[src/rtl/snd_irq_pkg.sv]
package snd_irq_pkg;
    localparam int EVT_N = 8;
    localparam int IDX_W = $clog2(EVT_N);

    typedef struct packed {
        logic [EVT_N-1:0] pend;
        logic [IDX_W-1:0] evt;
        logic             fiq;
    } irq_state_t;
endpackage

[src/rtl/snd_irq_prio_enc.sv]
module snd_irq_prio_enc #(
    parameter int N  = 8,
    parameter int IW = $clog2(N)
) (
    input  logic [N-1:0]  vec_i,
    output logic          any_o,
    output logic [IW-1:0] idx_o
);
    // Scan from the top index down, so the lowest set bit is the last one written.
    always_comb begin
        any_o = |vec_i;
        idx_o = '0;
        for (int i = N - 1; i >= 0; i--) begin
            if (vec_i[i]) idx_o = IW'(i);
        end
    end
endmodule

[src/rtl/snd_irq_clr_div.sv]
module snd_irq_clr_div #(
    parameter int DIV = 4,
    parameter int CW  = $clog2(DIV)
) (
    input  logic          clk,
    input  logic          rst_n,
    input  logic          clr_i,
    output logic          step_o,
    output logic [CW-1:0] cnt_o
);
    localparam logic [CW-1:0] LAST = CW'(DIV - 1);

    logic [CW-1:0] cnt_d, cnt_q;

    always_comb begin
        step_o = clr_i && (cnt_q == LAST);
        cnt_d  = cnt_q;
        if (clr_i) cnt_d = step_o ? '0 : cnt_q + 1'b1;
    end

    always_ff @(posedge clk) begin
        if (!rst_n) cnt_q <= '0;
        else        cnt_q <= cnt_d;
    end

    assign cnt_o = cnt_q;
endmodule

[src/rtl/snd_evt_irq_ctrl.sv]
module snd_evt_irq_ctrl
    import snd_irq_pkg::*;
#(
    parameter int TIMER_EVT      = 2,
    parameter int CLR_PER_RETIRE = 4,
    localparam int CW            = $clog2(CLR_PER_RETIRE)
) (
    input  logic             clk,
    input  logic             rst_n,
    input  logic [EVT_N-1:0] evt_strobe,
    input  logic             clr_access,
    output logic [IDX_W-1:0] evt_num,
    output logic             fiq_o
);
    irq_state_t st_d, st_q;

    logic             step;
    logic [CW-1:0]    clr_cnt;
    logic [EVT_N-1:0] low_bit, kept;
    logic             kept_any, new_any;
    logic [IDX_W-1:0] kept_idx, new_idx, base_idx;

    snd_irq_clr_div #(.DIV(CLR_PER_RETIRE), .CW(CW)) u_div (
        .clk(clk), .rst_n(rst_n), .clr_i(clr_access),
        .step_o(step), .cnt_o(clr_cnt)
    );

    // Mask left over once the optional retirement has been applied.
    assign low_bit = st_q.pend & (~st_q.pend + 1'b1);
    assign kept    = step ? (st_q.pend & ~low_bit) : st_q.pend;

    snd_irq_prio_enc #(.N(EVT_N), .IW(IDX_W)) u_enc_kept (
        .vec_i(kept), .any_o(kept_any), .idx_o(kept_idx)
    );

    snd_irq_prio_enc #(.N(EVT_N), .IW(IDX_W)) u_enc_new (
        .vec_i(evt_strobe), .any_o(new_any), .idx_o(new_idx)
    );

    always_comb begin
        st_d      = st_q;
        base_idx  = step ? (kept_any ? kept_idx : '0) : st_q.evt;
        st_d.pend = kept | evt_strobe;
        st_d.evt  = base_idx;
        if (new_any && (!kept_any || new_idx < base_idx)) st_d.evt = new_idx;
        st_d.fiq  = |st_d.pend;
    end

    always_ff @(posedge clk) begin
        if (!rst_n) begin
            st_q.pend <= EVT_N'(1) << TIMER_EVT;
            st_q.evt  <= IDX_W'(TIMER_EVT);
            st_q.fiq  <= 1'b1;
        end else begin
            st_q <= st_d;
        end
    end

    assign evt_num = st_q.evt;
    assign fiq_o   = st_q.fiq;
endmodule

[config.mk]
export PLATFORM = sky130hd
export DESIGN_NAME = snd_evt_irq_ctrl
export DESIGN_NICKNAME = d
export VERILOG_FILES = /design/src/rtl/snd_irq_pkg.sv /design/src/rtl/snd_irq_prio_enc.sv /design/src/rtl/snd_irq_clr_div.sv /design/src/rtl/snd_evt_irq_ctrl.sv
export SDC_FILE = /design/constraint.sdc
export NUM_CORES = 1
export LEC_CHECK = 0
export BUFFER_PORTS_ARGS = -buffer_cell sky130_fd_sc_hd__buf_2
export CORE_AREA = 10 10 56 58
export DETAILED_ROUTE_END_ITERATION = 8
export DIE_AREA = 0 0 66 68
export HOLD_SLACK_MARGIN = 0.05
export PLACE_DENSITY_LB_ADDON = 0.15
export SKIP_CTS_REPAIR_TIMING = 1
export SYNTH_ARGS = -nofsm -noshare
export SYNTH_HDL_FRONTEND = slang
export SYNTH_SLANG_ARGS = --single-unit
[constraint.sdc]
create_clock -name clk -period 4.92 [get_ports clk]
set_input_delay 0.984 -clock clk [delete_from_list [all_inputs] [get_ports clk]]
set_output_delay 0.984 -clock clk [all_outputs]
set_load 0.1 [all_outputs]
# After elaboration in Yosys (flattened, before gate mapping)
# Index checks and enable logic that the tools add are counted.
# word_totals
reg_bits	14
output_inout_bits	4
input_bits	11
elab_cells	41
# classes
reduce_logical	7
eq_ne	1
bitwise	5
add_sub_neg	2
order_cmp	1
mux	21
# ops
op	n
$mux W3	19
$reduce_or A8 Y1	3
$and A8 B8 Y8	2
$not A8 Y8	2
$add A8 B1 Y8 const B	1
$mux W8	1
$or A8 B8 Y8	1
$lt A3 B3 Y1	1
$add A2 B1 Y2 const B	1
$eq A2 B2 Y1 const B	1
$logic_and A1 B1 Y1	2
$mux W2	1
$logic_not A1 Y1	1
$logic_or A1 B1 Y1	1

# Longest topological paths before layout
# depth
word_depth	20
ltp_mapped	13
mapped_depth_nobuf	13

# Cells and area by module
# Synthesis repeated with hierarchy kept, for this count alone.
# hier_totals
cells_unflattened	112
hier_area_um2	914.6
# by_module_without_submodules
module	area_each_um2	cells_per_inst	seq_area_each_um2	n_inst
snd_evt_irq_ctrl	649.4	77	240.2	1
snd_irq_prio_enc	81.3	13	0.0	2
snd_irq_clr_div	102.6	9	40.0	1

# Least setup slack after synthesis
# Ideal clock, no wire load.
# synth_timing
path_type	input port to flip-flop
start	in clr_access
end	reg st_q (netlist bit evt_num[2])
required_ps	4825
path_slack_ps	1709
cell_stages	11
path_buffers	0
setup_ps	95
arrival_ps	3116
path_cell_list	nand3b_1 -> or4_1 -> a41o_1 -> inv_1 -> ha_1 -> nand2_1 -> a21oi_1 -> o21ai_0 -> o221ai_1 -> or3_1 -> a221oi_1
# synth_via
elab_chain_cells	16
elab_cells_between_ends	18
classes_between	order compare: 1; mux: 12; reduce/logical: 5
# synth_lines
element	line_no	text
start: declaration	snd_evt_irq_ctrl.sv:11	input logic clr_access,
$logic_and A1 B1 Y1 *	snd_irq_clr_div.sv:16	step_o = clr_i && (cnt_q == LAST);
$mux W8	snd_evt_irq_ctrl.sv:30	assign kept = step ? (st_q.pend & ~low_bit) : st_q.pend;
$mux W3 (8 in a row)	snd_irq_prio_enc.sv:14	if (vec_i[i]) idx_o = IW'(i);
$mux W3 (2 in a row)	snd_evt_irq_ctrl.sv:42	base_idx = step ? (kept_any ? kept_idx : '0) : st_q.evt;
$lt A3 B3 Y1	snd_evt_irq_ctrl.sv:45	if (new_any && (!kept_any || new_idx < base_idx)) st_d.evt = new_idx;
$logic_or A1 B1 Y1	snd_evt_irq_ctrl.sv:45	
$logic_and A1 B1 Y1	snd_evt_irq_ctrl.sv:45	
$mux W3 *	snd_evt_irq_ctrl.sv:45	
end signal: assignment	snd_evt_irq_ctrl.sv:55	st_q <= st_d;
end: declaration	snd_evt_irq_ctrl.sv:15	irq_state_t st_d, st_q;
# Mark *: on every way between the ends. The rest lies on a longest branch, timed or not.
# A chain may end at the register's enable or synchronous reset.

# Worst setup path after layout
# Ends and elaborated chain as after synthesis.

==> metrics.cfg <==
[timing]
post-route-min-period_ps=3430
fin_setup_tns_ps=0
finalWorstSetupSlack_ps=1490
setup_viol=0
finalCritPeriodShare_pct=69.7
relSlewSlack_pct=55.7
final_hold_viol_count=0
timing.fmax_mhz=292
hold_ws_ps=509
worstMarginPinSlew_ps=657
maxSlewViolCount=0
fin_skew_ps=1.35
rsz0062_at_grt=no

[logic_synthesis]
synthSimpleGateAreaFrac_pct=27.6
synth-edff-count=0
synth-seq-cells=14
synth.largest_area_cell=dfxtp_1
synthAdderAreaFrac_pct=5.47
synth_area_leaders=dfxtp_1 (27%), a21oi_1 (8.6%), nor2_1 (5.4%), o21ai_0 (4.8%), ha_1 (3.6%)
yosys.area.top_type_share_pct=26.6
ys_seq_area_share_pct=26.6
ys_warn_count=0
synth.distinct_cells=42
synth_ff_type=dfxtp_1
synth_top_family_by_area=compound AO/OA/AOI/OAI gates
yosys-top-cells-count=a21oi_1 (18), nor2_1 (15), dfxtp_1 (14)
async_flop_share_pct=0
syn_avg_cell_area_um2=7.31
synth_most_common_cell=a21oi_1
synth-xor-area-share_pct=0.832
synthCells=144
synth_compound_area_share_pct=31.5
synthMuxAreaShare_pct=0.951
syn-num-nets=158
syn_area_mm2=0.00105

[routing]
highest_layer=met4
wl_met3_um=220
viasPerCell=6.19
routedWlPerCell_um=14.9
first_pass_iters=5
met1_length_mm=1.18
dr_wl_met2_mm=1.25
drtIter0Drc=43
vias=1114
antenna_left=0
totalWireLength_mm=2.68
drc=0

[placed_design]
place.gp.congestion=0.939
place_ws_ps=1260
place_inst=177
dpl_cell_area_mm2=0.00111
dpl.hpwl_mm=2.09
port_buffers=14

[critical_path]
rrSetupSlack_ps=1630
cp-start-kind=primary input
crit_chain=buf_2 > nand3b_1 > or4_1 > a41o_1 > inv_1 > ha_1 > nand2_1 > a21oi_1 > o21ai_0 > o221ai_1 > or3_1 > a221oi_1
slowest_stage=or4_1
critPathMaxStageDelay_ps=570
crit_fanout=8
crit_buf_inv=2
critPathTopFamily=simple AND/OR/NAND/NOR gates
required_ps=5100
path_class=primary input to flop
crit_path_end_kind=flop
arrival_ps=3610

[min_path]
hold_path.class=flop to flop

[outcome]
status=complete, no violations

[pwr]
finalPower_mw=0.369
p_leak_nw=0.451
vdd_drop_max_uv=194
power.density_mw_per_mm2=326

[floorplan]
die_h_um=68
die_w_um=66
start_util_pct=50.0
die_area_mm2=0.00449
core_area_mm2=0.00211
rows=17
ios=15

[cts]
clock_sinks=14
cts.reportedPaths.clkPinSlew_ps=80
cts_made_buffers=3
ctsHtreeMaxLevel=1
cts-root-buf=clkbuf_4
tritoncts=yes
clockBufferDepth=2
clk-insertion-delay-late_ps=280

[final_layout]
antenna_cells=0
num-fill-cells=213
fin_nets=168
post-route-util_pct=53.8
syn_to_final_growth_pct=7.61
layout-drive-gt1-share_pct=11.8
layoutNonFillerInstCount=180
stdcell_area_mm2=0.00113

[global_routing]
grt_pass1_wl_mm=4.57
grt_pass1_vias=1000
grt_util_all_layers_pct=12.5
grt_overflow=0
grt_max_degree=16
grt_antenna_before_repair=0

[flow_run]
cap_violations=0

-- worst reg2reg max path, cell delays in order (launching register included) --
cell       delay, ps
dfxtp_1          450
or4_1            570
a2111oi_0        370
a21oi_1          120
a41o_1           270
inv_1             60
ha_1             250
nand2_1          130
a21oi_1           70
o21ai_0          100
o221ai_1         170
or3_1            380
a221oi_1         250
-- worst paths after layout --
path,startpoint,to,cells after the start
worst min-delay path,u_div.cnt_o[1],u_div.cnt_o[1],2
worst min register to register,u_div.cnt_o[1],u_div.cnt_o[1],2
worst max register to register,st_q[5],evt_num[2],12
worst max-delay path,clr_access,evt_num[2],12
-- cell type report --
cell class	instances	area, um^2	area share [%]
Multi-Input combinational cell	114	698	61.7
Sequential cell	14	280	24.8
Timing Repair Buffer	14	70.1	6.19
Tap cell	28	35.0	3.09
Inverter	7	26.3	2.32
Clock buffer	3	22.5	1.99
-- cell families after synthesis --
family | after synthesis
XOR/XNOR | 1
AND/OR/NAND/NOR | 56
AO/OA/AOI/OAI | 51
adder cells (fa/ha/maj) | 5
flip-flops | 14
buffers and inverters | 16
multiplexers | 1
-- registers in the layout, summed over array words and instances (netlist names) --
register and flops:
st_q 8, evt_num 3, u_div.cnt_o 2, fiq_o 1
-- layout by cell type, fill, tap and decap left out, types with 2 or more instances in the layout --
master	n
nor4_1	2
nor3_1	5
nand3b_1	3
a2111oi_0	2
or4_1	2
o31ai_1	3
clkbuf_4	3
nor2b_1	2
inv_1	7
or3_1	4
maj3_1	2
a31oi_1	2
o2bb2ai_1	2
ha_1	3
a21boi_0	2
nor2_1	15
dfxtp_1	14
o21ai_0	10
buf_2	14
nand2_1	8
nand3_1	6
nand2b_1	3
and2_1	3
a21oi_1	18
-- per-layer routing --
metal	global-route usage (%)	vias to the layer above
met5	0	-
met4	5.50	0
met3	2.94	6
met2	19.4	45
met1	16.1	514
li1	-	549
-- where the power goes --
part	switching, mW	total, mW	internal [mW]	leakage, nW
Combinational	0.110	0.161	0.0515	0.321
Clock	0.0375	0.0658	0.0284	0.0138
Sequential	0.0155	0.142	0.126	0.116
Note: power is estimated with default switching activity, not from simulation.
